## src/rtl/mxq_pkg.sv

```systemverilog
package mxq_pkg;
  localparam int unsigned FP_W    = 32;
  localparam int unsigned EXP_W   = 8;
  localparam int unsigned FRAC_W  = 23;
  localparam int unsigned ELEM_W  = 4;
  localparam int unsigned EMAX_EL = 2;       // top exponent of the 4-bit element
  localparam logic [7:0]  NAN_SCALE = 8'hFF;

  typedef enum logic [1:0] {
    ST_FILL  = 2'd0,
    ST_SCALE = 2'd1,
    ST_DATA  = 2'd2
  } mxq_state_e;

  function automatic logic is_nan32(input logic [FP_W-1:0] w);
    return (w[30:23] == 8'hFF) && (w[22:0] != '0);
  endfunction

  function automatic logic [EXP_W-1:0] scale_of(input logic [EXP_W-1:0] emax);
    return (emax >= EXP_W'(EMAX_EL)) ? emax - EXP_W'(EMAX_EL) : '0;
  endfunction
endpackage

```

## src/rtl/mxq_scan.sv

```systemverilog
module mxq_scan
  import mxq_pkg::*;
(
  input  logic             clk,
  input  logic             rst_n,
  input  logic             take,
  input  logic             clear,
  input  logic [FP_W-1:0]  word,
  output logic [EXP_W-1:0] emax_q,
  output logic             nan_q
);
  logic [EXP_W-1:0] w_exp;
  logic             w_nan;

  assign w_exp = word[30:23];
  assign w_nan = is_nan32(word);

  always_ff @(posedge clk or negedge rst_n) begin
    if (!rst_n) begin
      emax_q <= '0;
      nan_q  <= 1'b0;
    end else if (clear) begin
      emax_q <= '0;
      nan_q  <= 1'b0;
    end else if (take) begin
      if (!w_nan && (w_exp > emax_q)) emax_q <= w_exp;
      if (w_nan) nan_q <= 1'b1;
    end
  end

  // the running maximum never falls while a block is being scanned
  assert_max_monotone_R2: assert property (@(posedge clk) disable iff (!rst_n)
    (!clear) |=> (emax_q >= $past(emax_q)));

  // a NaN seen stays recorded until the block is released
  assert_nan_sticky_R3: assert property (@(posedge clk) disable iff (!rst_n)
    (nan_q && !clear) |=> nan_q);
endmodule

```

## src/rtl/mxq_blkbuf.sv

```systemverilog
module mxq_blkbuf #(
  parameter int unsigned DEPTH = 32,
  parameter int unsigned W     = 32,
  localparam int unsigned AW   = $clog2(DEPTH)
) (
  input  logic          clk,
  input  logic          we,
  input  logic [AW-1:0] waddr,
  input  logic [W-1:0]  wdata,
  input  logic [AW-1:0] raddr_a,
  input  logic [AW-1:0] raddr_b,
  output logic [W-1:0]  rdata_a,
  output logic [W-1:0]  rdata_b
);
  logic [W-1:0] mem [DEPTH];

  always_ff @(posedge clk) begin
    if (we) mem[waddr] <= wdata;
  end

  assign rdata_a = mem[raddr_a];
  assign rdata_b = mem[raddr_b];
endmodule

```

## src/rtl/mxq_elem_enc.sv

```systemverilog
module mxq_elem_enc
  import mxq_pkg::*;
(
  input  logic [FP_W-1:0]   word,
  input  logic              present,
  input  logic              nan_blk,
  input  logic [EXP_W-1:0]  scale,
  output logic [ELEM_W-1:0] nib
);
  logic [EXP_W-1:0]  e;
  logic [FRAC_W-1:0] m;
  logic signed [9:0] d;
  logic              up;
  logic [3:0]        sum;
  logic [2:0]        mag;

  assign e = word[30:23];
  assign m = word[22:0];
  assign d = $signed({2'b00, e}) - $signed({2'b00, scale});

  always_comb begin
    up  = m[21] & ((|m[20:0]) | m[22]);
    sum = {1'b0, d[1:0] + 2'd1, m[22]} + {3'b000, up};
    mag = 3'd0;
    if (!present || nan_blk || (e == '0)) begin
      mag = 3'd0;
    end else if (e == 8'hFF) begin
      mag = 3'd7;
    end else if (d > 10'sd2) begin
      mag = 3'd7;
    end else if (d >= 10'sd0) begin
      mag = (sum > 4'd7) ? 3'd7 : sum[2:0];
    end else if (d == -10'sd1) begin
      mag = m[22] ? 3'd2 : 3'd1;
    end else if (d == -10'sd2) begin
      mag = (|m) ? 3'd1 : 3'd0;
    end else begin
      mag = 3'd0;
    end
  end

  assign nib = (mag == 3'd0) ? 4'h0 : {word[31], mag};

  // flushed inputs never yield a nonzero code
  always_comb begin
    if (present && (e == '0)) begin
      assert_flush_R10: assert (nib == 4'h0);
    end
  end
endmodule

```

## src/rtl/mxq_block_quant.sv

```systemverilog
module mxq_block_quant
  import mxq_pkg::*;
#(
  parameter int unsigned BLK = 32
) (
  input  logic        clk,
  input  logic        rst_n,
  input  logic        in_valid,
  output logic        in_ready,
  input  logic [31:0] in_data,
  input  logic        in_last,
  output logic        out_valid,
  input  logic        out_ready,
  output logic [7:0]  out_data,
  output logic        out_last
);
  localparam int unsigned IDXW  = $clog2(BLK);
  localparam int unsigned NBYTE = BLK / 2;
  localparam int unsigned BW    = $clog2(NBYTE);
  localparam int unsigned LANES = 2;

  mxq_state_e       st_q;
  logic [IDXW:0]    fill_q;
  logic [BW-1:0]    byte_q;
  logic             take, close, done;
  logic [EXP_W-1:0] emax;
  logic             nan_blk;
  logic [EXP_W-1:0] scale_b;
  logic [FP_W-1:0]  rd   [LANES];
  logic [3:0]       nibs [LANES];
  logic [IDXW-1:0]  ridx [LANES];

  assign in_ready  = (st_q == ST_FILL);
  assign out_valid = (st_q != ST_FILL);
  assign take      = in_valid && in_ready;
  assign close     = take && (in_last || (fill_q == (IDXW+1)'(BLK-1)));
  assign out_last  = (st_q == ST_DATA) && (byte_q == BW'(NBYTE-1));
  assign done      = out_last && out_ready;

  always_ff @(posedge clk or negedge rst_n) begin
    if (!rst_n) begin
      st_q   <= ST_FILL;
      fill_q <= '0;
      byte_q <= '0;
    end else begin
      unique case (st_q)
        ST_FILL: begin
          if (take) fill_q <= fill_q + 1'b1;
          if (close) st_q <= ST_SCALE;
        end
        ST_SCALE: begin
          if (out_ready) begin
            st_q   <= ST_DATA;
            byte_q <= '0;
          end
        end
        ST_DATA: begin
          if (out_ready) begin
            if (out_last) begin
              st_q   <= ST_FILL;
              fill_q <= '0;
            end else begin
              byte_q <= byte_q + 1'b1;
            end
          end
        end
        default: st_q <= ST_FILL;
      endcase
    end
  end

  mxq_scan u_scan (
    .clk    (clk),
    .rst_n  (rst_n),
    .take   (take),
    .clear  (done),
    .word   (in_data),
    .emax_q (emax),
    .nan_q  (nan_blk)
  );

  assign scale_b = scale_of(emax);

  generate
    for (genvar l = 0; l < LANES; l++) begin : g_lane
      logic present;
      assign ridx[l]  = {byte_q, 1'(l)};
      assign present  = ({1'b0, ridx[l]} < fill_q);
      mxq_elem_enc u_enc (
        .word    (rd[l]),
        .present (present),
        .nan_blk (nan_blk),
        .scale   (scale_b),
        .nib     (nibs[l])
      );
    end
  endgenerate

  mxq_blkbuf #(.DEPTH(BLK), .W(FP_W)) u_buf (
    .clk     (clk),
    .we      (take),
    .waddr   (fill_q[IDXW-1:0]),
    .wdata   (in_data),
    .raddr_a (ridx[0]),
    .raddr_b (ridx[1]),
    .rdata_a (rd[0]),
    .rdata_b (rd[1])
  );

  always_comb begin
    if (st_q == ST_SCALE) out_data = nan_blk ? NAN_SCALE : scale_b;
    else                  out_data = {nibs[1], nibs[0]};
  end

  assert_hold_R9: assert property (@(posedge clk) disable iff (!rst_n)
    (out_valid && !out_ready) |=> (out_valid && $stable(out_data) && $stable(out_last)));

  assert_close_R1: assert property (@(posedge clk) disable iff (!rst_n)
    (in_valid && in_ready && in_last) |=> (out_valid && !in_ready));

  assert_release_R7: assert property (@(posedge clk) disable iff (!rst_n)
    (out_valid && out_ready && out_last) |=> (in_ready && !out_valid));

  assert_scale_first_R2: assert property (@(posedge clk) disable iff (!rst_n)
    $rose(out_valid) |-> !out_last);

  assert_count_R1: assert property (@(posedge clk) disable iff (!rst_n)
    fill_q <= (IDXW+1)'(BLK));
endmodule

```

## config.mk

```make
export PLATFORM = sky130hd
export DESIGN_NAME = mxq_block_quant
export DESIGN_NICKNAME = d
export VERILOG_FILES = /design/src/rtl/mxq_pkg.sv /design/src/rtl/mxq_scan.sv /design/src/rtl/mxq_blkbuf.sv /design/src/rtl/mxq_elem_enc.sv /design/src/rtl/mxq_block_quant.sv
export SDC_FILE = /design/constraint.sdc
export NUM_CORES = 1
export LEC_CHECK = 0
export CAP_MARGIN = 10
export CORE_MARGIN = 1
export CORE_UTILIZATION = 35
export CTS_BUF_LIST = sky130_fd_sc_hd__clkbuf_2 sky130_fd_sc_hd__clkbuf_4 sky130_fd_sc_hd__clkbuf_8
export CTS_CLUSTER_SIZE = 16
export DETAILED_ROUTE_END_ITERATION = 6
export HOLD_SLACK_MARGIN = 0.1
export PLACE_DENSITY = 0.5
export SLEW_MARGIN = 20
export SYNTH_ARGS = -nofsm -noshare
export SYNTH_HDL_FRONTEND = slang
export SYNTH_SLANG_ARGS = --single-unit
```

## constraint.sdc

```tcl
create_clock -name clk -period 6.5 [get_ports clk]
set_input_delay 0.65 -clock clk [delete_from_list [all_inputs] [get_ports clk]]
set_output_delay 0.65 -clock clk [all_outputs]
set_load 0.005 [all_outputs]
```

; ---- Word level (Yosys, flattened, before mapping)
; Memory sizes are Yosys's and may differ from the RTL's.
; Cells that the tools add are included.
; W data, S select, Z words.
[op_classes]
eq_ne = 17
multipliers = 0
div_mod_pow = 0
mux = 44
order_cmp = 10
addsub = 9
n_reduce_logical = 35
n_bitwise = 4
n_shift = 0
[ops]
columns = operator, count
row1 = $mux W8, 6
row2 = $reduce_or A23 Y1, 2
row3 = $mux W3, 14
row4 = $reduce_or A21 Y1, 2
row5 = $eq A8 B8 Y1 const B, 3
row6 = $reduce_bool A23 Y1, 1
row7 = $eq A10 B1 Y1 const B, 2
row8 = $eq A10 B2 Y1 const B, 2
row9 = $ge A10 B1 Y1 const B, 2
row10 = $gt A10 B3 Y1 const B, 2
row11 = $mux W4, 5
row12 = $mux W6, 3
row13 = $sub A8 B8 Y9, 2
row14 = $logic_not A8 Y1, 2
row15 = $lt A5 B6 Y1, 2
row16 = $mux W2, 6
row17 = $pmux W6 S2, 1
row18 = $reduce_and A4 Y1, 3
row19 = $reduce_bool A2 Y1, 6
row20 = $add A3 B1 Y4, 2
row21 = $ge A8 B2 Y1 const B, 1
row22 = $gt A4 B3 Y1 const B, 2
row23 = $gt A8 B8 Y1, 1
row24 = $ne A2 B2 Y1 const B, 4
row25 = 20 further kinds, 43
[word_totals]
latch_bits = 0
n_memories = 1
in_bits = 37
register_bits = 21
out_inout_bits = 11
mem_bits_ro = 0
ramBits = 1024
elab_cells = 125
[memory_table]
columns = memory, depth, word_bits, read_ports, rd_clocked_by_memory_dff, wr, line
row1 = u_buf.mem, 32, 32, 2, 0, 1, mxq_blkbuf.sv:15  ; logic [W-1:0] mem [DEPTH];

; ---- Depth between registers and ports, before layout
[depth]
ltp_word = 14
depth_mapped = 22
depth_no_buf = 16

; ---- Hierarchy
; A second synthesis with hierarchy kept.
[hier_totals]
cells_unflattened = 3789
area_unflattened_um2 = 52076.2
[by_module_without_submodules]
columns = mod, cells_each, n_inst, seq_area_each_um2, area_per_inst_um2
row1 = mxq_blkbuf, 3386, 1, 30749.5, 48789.3
row2 = mxq_elem_enc, 94, 2, 0.0, 715.7
row3 = mxq_block_quant, 140, 1, 300.3, 1096.1
row4 = mxq_scan, 75, 1, 225.2, 759.5

; ---- Least setup slack after synthesis
; No wires, ideal clock.
[synth_path]
kind = reg-to-output
startpoint = register byte_q[0]
endpoint = output port out_data[0]
stages_incl_launch_ff = 18
path_slack_ps = 1745
t_arrival_ps = 4105
n_path_buf = 3
required_time_ps = 5850
path_cell_list = dfrtp_1 > buf_6 > buf_12 > buf_6 > mux4_2 > mux4_2 > inv_1 > ha_1 > inv_1 > fa_1 > a211oi_1 > o21ai_0 > a22oi_1 > nor4bb_1 > and4_1 > o2bb2a_4 > o311ai_1 > nand2_1
[synth_via]
elab_chain_cells = 14
word_cells_on_any_way = 31
cone_classes = 3 x add/sub / 4 x order compare / 3 x eq/ne / 11 x mux / 2 x bitwise / 7 x reduce/logical / 1 x memory
[synth_lines]
columns = element, line
row1 = from (decl), mxq_block_quant.sv:24  ; logic [BW-1:0] byte_q;
row2 = from (signal assigned), mxq_block_quant.sv:63  ; byte_q <= byte_q + 1'b1;
row3 = branches (longest 10 deep; another with $mem_v2 Z32 W32), -
row4 = $mux W3 *, mxq_elem_enc.sv:25  ; if (!present || nan_blk || (e == '0)) begin
row5 = $logic_not A3 Y1, mxq_elem_enc.sv:42  ; assign nib = (mag == 3'd0) ? 4'h0 : {word[31], mag};
row6 = $mux W4 *, mxq_elem_enc.sv:42
row7 = $mux W8 *, mxq_block_quant.sv:111  ; if (st_q == ST_SCALE) out_data = nan_blk ? NAN_SCALE : scale_b;
row8 = to (decl), mxq_block_quant.sv:14  ; output logic [7:0] out_data,
; Every way passes the cells marked *.

; ---- Worst setup path after layout
[layout_path]
startpoint = register byte_q[1]
endpoint = output port out_data[7]
[layout_via]
elab_chain_cells = 14
word_cells_on_any_way = 31
cone_classes = 3 x add/sub / 4 x order compare / 3 x eq/ne / 11 x mux / 2 x bitwise / 7 x reduce/logical / 1 x memory
[layout_lines]
columns = element, line
row1 = branches (longest 12 deep; another with $mem_v2 Z32 W32), -
row2 = $mux W4 *, mxq_elem_enc.sv:42
row3 = $mux W8 *, mxq_block_quant.sv:111
; Marks and branches as above.

==> results.ini <==
[outcome]
status=completed

[synth]
synth_top_area_cell=edfxtp_1
synth_top_area_share_pct=76.9
synth-async-reset-ratio_pct=2.01
synth_common_cells=edfxtp_1 (1,024), nor2_1 (158), nor4_1 (131)
syn-cell-area_mm2=0.0400
postSynthCellCount=2206
yosysUniqueCellTypes=85
avgSynthCellArea_um2=18.1
synth.area.top_cells=edfxtp_1 (77%), mux4_2 (5.1%), nor4_1 (2.0%), nor2_1 (1.5%), dfrtp_1 (1.3%)
dominantRegCellSynth=edfxtp_1
yosysWarnings=0
syn_nets=2287
synthMostInstantiatedCell=edfxtp_1
synth_edf_count=1024
ys_seq_area_share_pct=78.2
ys_seq_elements=1045

[grt]
first_global_vias=22500
overflow=0
grt_use_total_pct=18.8
grt_max_degree=50
antenna_found_initial=5
grt_pass1_wl_um=156000

[layout]
drive_gt1_share_pct=20.3
final_core_util_pct=41.1
final_cells=4078
fin_nets=2538
area_delta_synth_final_pct=15.8
final_area_mm2=0.0463

[floorplan]
num_rows=123
core_region_area_mm2=0.113
die-area_mm2=0.116
die-width_um=340
initial_core_util_pct=35.4
pin_count=48
die_h_um=340

[timing]
finClkSkew_ns=0.0521
relSlewSlack_pct=26.7
fin_hold_ws_ns=0.369
worst_pin_slew_ns=1.10
finalHoldViolations=0
setup-tns-final_ns=0
finalMaxSlewViolations=0
setup_viol=0
finalCriticalPeriod_ns=6.37
fin_ws_ns=0.125
finalCritPeriodShare_pct=98.1
fmax_mhz=157

[route]
drt_wl_total_um=110000
final_antenna_net_count=0
vias=22100
drtIter0Drc=1896
drt_first_pass_iters=6
drt-wirelength-per-cell_um=26.9
route.detailed.drc=0
viasPerCell=5.42

[clock_network]
tritoncts=built
cts-buffers-inserted=165
clkTransAtPathRegs_ns=0.06
root_buffer=clkbuf_8
insertion_delay_ns=0.84
clkSinkCount=1045
cts.path.max_buffers=3
cts_max_level=4

[setup_path]
end_kind=output pin
r2r-start=st_q[1]
rr_worst_depth=5
path_max_fanout=45
worstSetupStartpoint=byte_q[1]
crit_type=reg2out
r2r-end=u_buf.mem[2][9]
arrival_ns=5.72
start_kind=flop
cp.required_ns=5.85
r2r_setup_slack_ns=3.47

[place]
gp_congestion=0.897
place_area_mm2=0.0428
portBuffers=47
dpl.hpwl_um=62000
place_inst=3769
dp_slack_ns=0.556

[min_path]
hp-class=in2async

[pwr]
power_mw=18.4
vdd_drop_max_mv=0.218
p_leak_nw=14.3
pwr_density_cell_mw_per_mm2=397

[job]
cap_viol_max_count=0

kinds of logic (layout without fill, tap and decap cells):
logic type | count (synthesis) | count (layout) | synth area share, %
other cells | 0 | 4 | 0
flops | 1045 | 1045 | 78.2
fa+ha+maj | 44 | 44 | 1.41
simple gates | 617 | 617 | 8.07
xor+xnor | 14 | 14 | 0.307
mux | 110 | 110 | 5.98
buf+inv | 102 | 470 | 1.37
compound gates | 274 | 274 | 4.65
power breakdown:
group / internal, mW / switching, mW / leakage, nW
clock network: 2.71 / 2.52 / 1.60
registers: 7.71 / 0.187 / 9.47
logic: 2.11 / 3.15 / 3.28
registers in the layout, indices dropped and copies added, names as in the netlist:
name           flops
u_buf.mem       1024
u_scan.emax_q      8
fill_q             6
byte_q             4
st_q               2
u_scan.nan_q       1
what timing repair did:
action                                 CTS  global route
pin swaps                                0             1
hold buffers                             0             1
buffers inserted                         5             2
gates resized for setup                  0            15
setup endpoints to repair                8             8
gates cloned                             0             1
endpoints found under the hold margin    0            21
layout by cell type, fill, tap and decap left out, types with 6 or more instances in the layout:
cell             instances
a211oi_1                22
a21o_1                   8
a21oi_1                 69
a22oi_1                 17
a31oi_1                 20
and2_1                  16
buf_12                  18
buf_16                   6
buf_2                   21
buf_4                   74
clkbuf_4                57
clkbuf_8               166
clkdlybuf4s50_1         26
clkinv_1                37
clkinv_2                10
clkinvlp_4               6
dfrtp_1                 17
edfxtp_1              1024
ha_1                    41
inv_1                   35
mux2i_1                  9
mux4_1                  10
mux4_2                  90
nand2_1                 70
nand2b_1                11
nand3_1                 40
nand4_1                 37
nor2_1                 125
nor2_4                  32
nor2b_1                 13
nor3_1                  86
nor4_1                 131
o21ai_0                 38
o22ai_1                 11
o31ai_1                 15
or4_1                   19
xnor2_1                  9
area by class of cell:
| type | count | area, um^2 |
|---|---|---|
| flip-flops and latches | 1045 | 31300 |
| inverters | 37 | 139 |
| clock inverters | 61 | 324 |
| repair buffers | 149 | 1500 |
| diodes | 4 | 10.0 |
| clock buffers | 223 | 2710 |
| fillers | 10100 | 66500 |
| well taps | 1500 | 1880 |
| multi-input cells | 1059 | 8450 |
worst max path at each step:
stage | to | slack, ns
CTS | out_data[0] | 0.004
global route | out_data[7] | -0.03
detailed placement | out_data[0] | 0.56
global placement | out_data[0] | 0.71
floorplan | out_data[0] | 1.75
finish | out_data[7] | 0.13
per-layer routing:
layer	up-vias	part of all wire, %	track usage (%)
met5	-	0.011	0
met3	156	6.7	3.65
met4	2	1.8	5.13
met1	11500	44	26.3
met2	822	47	29.8
li1	9612	-	-
worst max-delay path, stage by stage, from the launching register on:
cell,delay (ns)
dfrtp_4,0.68
buf_12,0.26
buf_4,0.30
buf_4,0.27
nor3_1,0.34
a211oi_1,0.11
o21ai_0,0.54
o211ai_1,0.16
or4b_1,0.61
a211oi_2,0.18
nand4_1,0.44
a21oi_2,0.35
a41oi_1,0.15
clkdlybuf4s50_1,0.47
Power figures use the tool's default switching activity.
